File: src/rtl/irq_unit_pkg.sv
package irq_unit_pkg;
  localparam int NUM_SRC  = 6;
  localparam int NUM_FLAG = 8;
  localparam int NUM_EXT  = 2;
  localparam int IDX_W    = 3;
  localparam int REG_W    = 8;
  localparam int GLOBAL_BIT = 7;
  localparam logic [REG_W-1:0] ENABLE_MASK = 8'hBF;

  typedef enum logic [1:0] {
    SEL_ENABLE = 2'd0,
    SEL_MODE   = 2'd1,
    SEL_FLAGS  = 2'd2,
    SEL_NONE   = 2'd3
  } regSel_e;

  typedef struct packed {
    logic                wrFlags;
    logic [REG_W-1:0]    wrData;
    logic [NUM_FLAG-1:0] hwClr;
    logic [NUM_EXT-1:0]  edgeMode;
  } flagStrobe_t;
endpackage

File: src/rtl/irq_flag_dpath.sv
module irq_flag_dpath
  import irq_unit_pkg::*;
#(
  parameter int SYNC_STAGES = 2
) (
  input  logic                clk,
  input  logic                rstN,
  input  logic [NUM_EXT-1:0]  extPinN,
  input  logic [1:0]          tmrOvfSet,
  input  logic                serRxSet,
  input  logic                serTxSet,
  input  logic                t2OvfSet,
  input  logic                t2ExtSet,
  input  flagStrobe_t         strobe,
  output logic [NUM_FLAG-1:0] flagsOut
);
  logic [NUM_EXT-1:0]  synced;
  logic [NUM_EXT-1:0]  fallSeen;
  logic [NUM_FLAG-1:0] setEv;
  logic [NUM_FLAG-1:0] flagQ;
  logic [NUM_FLAG-1:0] flagNxt;

  for (genvar k = 0; k < NUM_EXT; k++) begin : gExt
    logic [SYNC_STAGES-1:0] chain;
    logic                   prevLvl;
    always_ff @(posedge clk) begin
      if (!rstN) begin
        chain   <= '1;
        prevLvl <= 1'b1;
      end else begin
        chain   <= {chain[SYNC_STAGES-2:0], extPinN[k]};
        prevLvl <= chain[SYNC_STAGES-1];
      end
    end
    assign synced[k]   = chain[SYNC_STAGES-1];
    assign fallSeen[k] = prevLvl & ~chain[SYNC_STAGES-1];

    AST_EDGE_SET: assert property (@(posedge clk) disable iff (!rstN)
      (strobe.edgeMode[k] && $fell(synced[k])) |=> flagsOut[2*k]);
  end

  always_comb begin
    setEv    = '0;
    setEv[0] = fallSeen[0] & strobe.edgeMode[0];
    setEv[1] = tmrOvfSet[0];
    setEv[2] = fallSeen[1] & strobe.edgeMode[1];
    setEv[3] = tmrOvfSet[1];
    setEv[4] = serRxSet;
    setEv[5] = serTxSet;
    setEv[6] = t2OvfSet;
    setEv[7] = t2ExtSet;
  end

  always_comb begin
    flagNxt = flagQ;
    if (strobe.wrFlags) flagNxt = strobe.wrData;
    flagNxt = flagNxt & ~strobe.hwClr;
    flagNxt = flagNxt | setEv;
    for (int k = 0; k < NUM_EXT; k++) begin
      if (!strobe.edgeMode[k]) flagNxt[2*k] = ~synced[k];
    end
  end

  always_ff @(posedge clk) begin
    if (!rstN) flagQ <= '0;
    else       flagQ <= flagNxt;
  end

  assign flagsOut = flagQ;

  AST_TMR0_SET: assert property (@(posedge clk) disable iff (!rstN)
    tmrOvfSet[0] |=> flagsOut[1]);
  AST_TMR1_SET: assert property (@(posedge clk) disable iff (!rstN)
    tmrOvfSet[1] |=> flagsOut[3]);
  AST_TMR0_CLR: assert property (@(posedge clk) disable iff (!rstN)
    (strobe.hwClr[1] && !tmrOvfSet[0]) |=> !flagsOut[1]);
  AST_RX_STICKY: assert property (@(posedge clk) disable iff (!rstN)
    (flagsOut[4] && !strobe.wrFlags) |=> flagsOut[4]);
  AST_T2_STICKY: assert property (@(posedge clk) disable iff (!rstN)
    (flagsOut[6] && !strobe.wrFlags) |=> flagsOut[6]);
endmodule

File: src/rtl/irq_ctrl.sv
module irq_ctrl
  import irq_unit_pkg::*;
(
  input  logic                clk,
  input  logic                rstN,
  input  logic                regWrEn,
  input  logic [1:0]          regSel,
  input  logic [REG_W-1:0]    regWrData,
  input  logic                ackValid,
  input  logic [IDX_W-1:0]    ackIdx,
  input  logic [NUM_FLAG-1:0] flagsIn,
  output flagStrobe_t         strobe,
  output logic [REG_W-1:0]    enableOut,
  output logic [NUM_EXT-1:0]  modeOut,
  output logic                irqReq,
  output logic [IDX_W-1:0]    irqIdx
);
  logic [REG_W-1:0]   enableReg;
  logic [NUM_EXT-1:0] modeReg;
  logic [NUM_SRC-1:0] srcReq;
  logic [NUM_SRC-1:0] gatedReq;
  logic [3:0]         hwOwned;
  regSel_e            selDec;

  assign selDec = regSel_e'(regSel);

  always_ff @(posedge clk) begin
    if (!rstN) begin
      enableReg <= '0;
      modeReg   <= '0;
    end else if (regWrEn) begin
      if (selDec == SEL_ENABLE) enableReg <= regWrData & ENABLE_MASK;
      if (selDec == SEL_MODE)   modeReg   <= regWrData[NUM_EXT-1:0];
    end
  end

  always_comb begin
    srcReq[0] = flagsIn[0];
    srcReq[1] = flagsIn[1];
    srcReq[2] = flagsIn[2];
    srcReq[3] = flagsIn[3];
    srcReq[4] = flagsIn[4] | flagsIn[5];
    srcReq[5] = flagsIn[6] | flagsIn[7];
    gatedReq  = srcReq & enableReg[NUM_SRC-1:0] & {NUM_SRC{enableReg[GLOBAL_BIT]}};
  end

  always_comb begin
    irqIdx = '0;
    for (int i = NUM_SRC - 1; i >= 0; i--) begin
      if (gatedReq[i]) irqIdx = IDX_W'(i);
    end
  end
  assign irqReq = |gatedReq;

  assign hwOwned = {1'b1, modeReg[1], 1'b1, modeReg[0]};

  always_comb begin
    strobe.hwClr = '0;
    if (ackValid && enableReg[GLOBAL_BIT] && ackIdx < IDX_W'(4)) begin
      strobe.hwClr[ackIdx] = hwOwned[ackIdx[1:0]];
    end
    strobe.wrFlags  = regWrEn && (selDec == SEL_FLAGS);
    strobe.wrData   = regWrData;
    strobe.edgeMode = modeReg;
  end

  assign enableOut = enableReg;
  assign modeOut   = modeReg;

  AST_GLOBAL_GATE: assert property (@(posedge clk) disable iff (!rstN)
    !enableOut[GLOBAL_BIT] |-> !irqReq);
  AST_NO_CLR_GATED: assert property (@(posedge clk) disable iff (!rstN)
    !enableOut[GLOBAL_BIT] |-> (strobe.hwClr == '0));
  AST_IDX_ENABLED: assert property (@(posedge clk) disable iff (!rstN)
    irqReq |-> enableOut[irqIdx]);
  AST_CLR_ONEHOT: assert property (@(posedge clk) disable iff (!rstN)
    $onehot0(strobe.hwClr));
endmodule

File: src/rtl/irq_unit.sv
module irq_unit
  import irq_unit_pkg::*;
#(
  parameter int SYNC_STAGES = 2
) (
  input  logic       clk,
  input  logic       rstN,
  input  logic [1:0] extPinN,
  input  logic [1:0] tmrOvfSet,
  input  logic       serRxSet,
  input  logic       serTxSet,
  input  logic       t2OvfSet,
  input  logic       t2ExtSet,
  input  logic       regWrEn,
  input  logic [1:0] regSel,
  input  logic [7:0] regWrData,
  input  logic       ackValid,
  input  logic [2:0] ackIdx,
  output logic       irqReq,
  output logic [2:0] irqIdx,
  output logic [7:0] enableOut,
  output logic [1:0] modeOut,
  output logic [7:0] flagsOut
);
  flagStrobe_t strobe;

  irq_ctrl u_ctrl (
    .clk(clk), .rstN(rstN), .regWrEn(regWrEn), .regSel(regSel),
    .regWrData(regWrData), .ackValid(ackValid), .ackIdx(ackIdx),
    .flagsIn(flagsOut), .strobe(strobe), .enableOut(enableOut),
    .modeOut(modeOut), .irqReq(irqReq), .irqIdx(irqIdx)
  );

  irq_flag_dpath #(.SYNC_STAGES(SYNC_STAGES)) u_dpath (
    .clk(clk), .rstN(rstN), .extPinN(extPinN), .tmrOvfSet(tmrOvfSet),
    .serRxSet(serRxSet), .serTxSet(serTxSet), .t2OvfSet(t2OvfSet),
    .t2ExtSet(t2ExtSet), .strobe(strobe), .flagsOut(flagsOut)
  );
endmodule

File: config.mk
export PLATFORM = sky130hd
export DESIGN_NAME = irq_unit
export DESIGN_NICKNAME = d
export VERILOG_FILES = /design/src/rtl/irq_unit_pkg.sv /design/src/rtl/irq_flag_dpath.sv /design/src/rtl/irq_ctrl.sv /design/src/rtl/irq_unit.sv
export SDC_FILE = /design/constraint.sdc
export NUM_CORES = 1
export LEC_CHECK = 0
export BUFFER_PORTS_ARGS = -buffer_cell sky130_fd_sc_hd__buf_2
export CELL_PAD_IN_SITES_DETAIL_PLACEMENT = 1
export CELL_PAD_IN_SITES_GLOBAL_PLACEMENT = 1
export CORE_AREA = 4 4 59 61
export CTS_CLUSTER_SIZE = 30
export DETAILED_ROUTE_END_ITERATION = 12
export DIE_AREA = 0 0 63 65
export GPL_ROUTABILITY_DRIVEN = 0
export GPL_TIMING_DRIVEN = 0
export PLACE_DENSITY_LB_ADDON = 0.05
export SYNTH_ARGS = -nofsm -noshare
export SYNTH_HDL_FRONTEND = slang
export SYNTH_SLANG_ARGS = --single-unit
File: constraint.sdc
create_clock -name clk -period 1.9 [get_ports clk]
set_clock_uncertainty 0.15 [all_clocks]
set_input_delay 0.285 -clock clk [delete_from_list [all_inputs] [get_ports clk]]
set_output_delay 0.285 -clock clk [all_outputs]
set_load 0.02 [all_outputs]
==> results by group <==
Detailed routing
  – Antenna violation net count after detailed routing: 0
  – Average routed wire per standard cell: 15.34 µm
  – Detailed-route via count: 954
  – Total wirelength of the detailed-routed design: 2.853 mm
  – DR vias/cell: 5.129
  – Total iterations of the first detailed-routing run: 4
  – Residual DRC: 0
  – Initial DRC count: 45

Synthesis
  – Mux contribution to synthesized area: 14.44%
  – Most common flop cell mapped by yosys: dfxtp_1
  – Syn Area/Cell: 10.29 µm²
  – Synth Area in Compound Gates: 16.25%
  – Register bit count reported by yosys: 23
  – Number of standard cells after synthesis: 101
  – Share of flip-flops with an asynchronous set or reset after synthesis: 0%
  – Cell area after technology mapping: 0.001040 mm²
  – Total nets after synthesis: 126
  – Simple-gate portion of the synthesized area: 21.30%
  – Number of enable flip-flop cells after synthesis: 0
  – Portion of the post-synthesis area used by sequential elements: 44.28%
  – Combinational family with the most area after synthesis: simple AND/OR/NAND/NOR gates
  – Yosys warnings: 0
  – Synthesized-area fraction occupied by xor and xnor cells: 0%
  – Netlist cell types: 32
  – Post-synthesis share of cell area spent on full adders, half adders and majority gates: 0%

CTS
  – Root Buffer: clkbuf_4
  – Number of buffers between clock root and the deepest sink: 2
  – Clock sink total: 23
  – Clock insertion delay at the later pin of the skew report: 0.31 ns
  – CTS tree: yes
  – Inserted Clock Buffers: 3
  – Clock transition at the registers of the reported paths: 0.12 ns
  – Number of H-tree levels: 1

Min path
  – Type of the worst min-delay path: in2reg

Floorplan
  – Effective utilization at floorplan: 34.92%
  – Boundary Pins: 47
  – Placeable core region: 0.002978 mm²
  – Die Height: 65 µm
  – Row count: 20
  – Die width: 63 µm
  – Area of the die: 0.004095 mm²

Place
  – Port Buffers: 45
  – Detailed placement HPWL: 2.230 mm

Worst setup path
  – Critical path data arrival time: 1.39 ns
  – Type of element capturing the critical path: output pin
  – WS Path Type: reg2out
  – Worst-path maximum fanout: 4
  – Endpoint required time on the critical path: 1.46 ns
  – Startpoint class of the critical path: flop

Global routing
  – Antenna violations before repair: 0
  – Vias in the first global route: 949
  – Maximum number of pins on one net before global-route repair: 14
  – Total congestion overflow after global routing: 0
  – Overall track demand over capacity in global routing: 14.66%
  – Global-route wire length before repair: 4.643 mm

Layout
  – Final nets: 179
  – Multi-input combinational cell area: 564.3 µm²
  – Antenna cells: 0
  – Share of final-layout standard cells stronger than drive strength 1: 44.44%
  – # fillers: 349
  – Area growth from synthesis to final layout: 34.42%
  – Area taken by flip-flops and latches: 465.4 µm²

STA
  – Setup violation total in the final timing report: 0
  – Maximum operating frequency: 547.0 MHz
  – Setup tns final: 0 ns
  – Count of pins over their slew limit: 0
  – Minimum clock period after layout: 1.828 ns
  – Minimum hold slack: 0.01847 ns
  – Final period utilization: 96.22%
  – Final hold vios: 0

Power and ir drop
  – IR drop worst, VDD: 330.2 µV
  – Leakage power figure: 0.6356 nW
  – Pwr per Cell Area: 647.2 mW/mm²

Status
  – Result of the run: completed

Flow run
  – Number of max-cap violations: 0
[cells by family after synthesis]
logic type	Yosys count
AOI/OAI and AO/OA	23
muxes	14
and+or+nand+nor	33
other	1
buffers and inverters	7
DFF	23
[report_power, final]
group	internal (W)	switching, W	leakage [nW]
logic	0.0000769	0.0000820	0.428
registers	0.000506	0.0000176	0.190
clock network	0.0000788	0.000143	0.0177
[cells in the final DEF, fill, tap and decap left out, drive strengths merged, types with 2 or more instances in the layout]
cell type	n
mux2i	9
o32ai	2
buf	49
dlygate4sd3	2
nand2	6
a31oi	2
dfxtp	23
nand2b	6
clkbuf	5
a22o	2
o21a	5
nand3b	3
o22ai	2
o21ai	2
inv	2
nor2b	12
mux2	5
o211ai	3
[registers in the layout (all words and copies together) (netlist names)]
register and flops:
u_dpath.flagsOut 8, u_dpath.gExt.chain 4, u_ctrl.modeOut 2, u_dpath.gExt.prevLvl 2
u_ctrl.enableOut 7
[synth_stat cells (3+ instances only)]
cell type | count | area share (%)
dfxtp_1 | 23 | 44
nor2b_1 | 12 | 7.2
mux2i_1 | 9 | 8.7
nand2_1 | 6 | 2.2
nand2b_1 | 6 | 3.6
o21a_1 | 5 | 3.6
mux2_2 | 4 | 4.3
o211ai_1 | 3 | 2.2
[stage by stage]
step	utilization [%]	cell area [µm²]	setup WS, ns	cells	total power (W)
floorplan	-	1040	0.2397	101	0.0006167
global placement	43.87	1306	0.3451	179	0.0006815
detailed placement	43.87	1306	0.3547	179	0.0006859
CTS	45.80	1364	0.00006306	185	0.0009193
global route	46.93	1398	-0.001836	186	0.0009554
finish	46.93	1398	0.07187	186	0.0009046
[per-layer routing]
metal  global-route usage [%]  wire [µm]  vias up
met1                    17.58       1186      443
met3                    3.640        224        5
li1                         -          -      467
met4                    4.959         40        0
met2                    25.43       1402       39
met5                        0          0        -
[cell type report]
| cell class | instances | share of cell area (%) |
|---|---|---|
| buffer | 5 | 2.417 |
| sequential | 23 | 33.30 |
| clock buffer | 3 | 1.611 |
| multi-input combinational | 71 | 40.38 |
| tap | 33 | 2.954 |
| timing repair buffer | 48 | 18.44 |
| clock inverter | 1 | 0.3581 |
| inverter | 2 | 0.5372 |
[final timing paths]
kind / endpoint / from / slack, ns / depth (start not counted)
min reg2reg: u_dpath.gExt[0].chain[1]$_SDFF_PN1_ / u_dpath.gExt[0].chain[0]$_SDFF_PN1_ / 0.27 / 1
min: u_dpath.flagsOut[7]$_SDFF_PN0_ / t2ExtSet / 0.02 / 2
max reg2reg: u_dpath.flagsOut[0]$_SDFF_PN0_ / u_ctrl.enableOut[7]$_SDFFE_PN0P_ / 0.61 / 4
max: irqReq / u_dpath.flagsOut[4]$_SDFF_PN0_ / 0.07 / 4
[critical path, stage by stage, from the launching register on]
cell,delay [ns]
dfxtp_2,0.35
or2_2,0.32
a31oi_4,0.20
nand2_1,0.06
buf_2,0.16
[repair_timing]
item / CTS / global route
setup buffers: 0 / 1
setup endpoints to repair: 3 / 3
hold endpoints to repair: 2 / 0
gates resized for setup: 3 / 10
hold buffers: 2 / 0
pin swaps: 0 / 1
(Power assumes the default switching activity.)
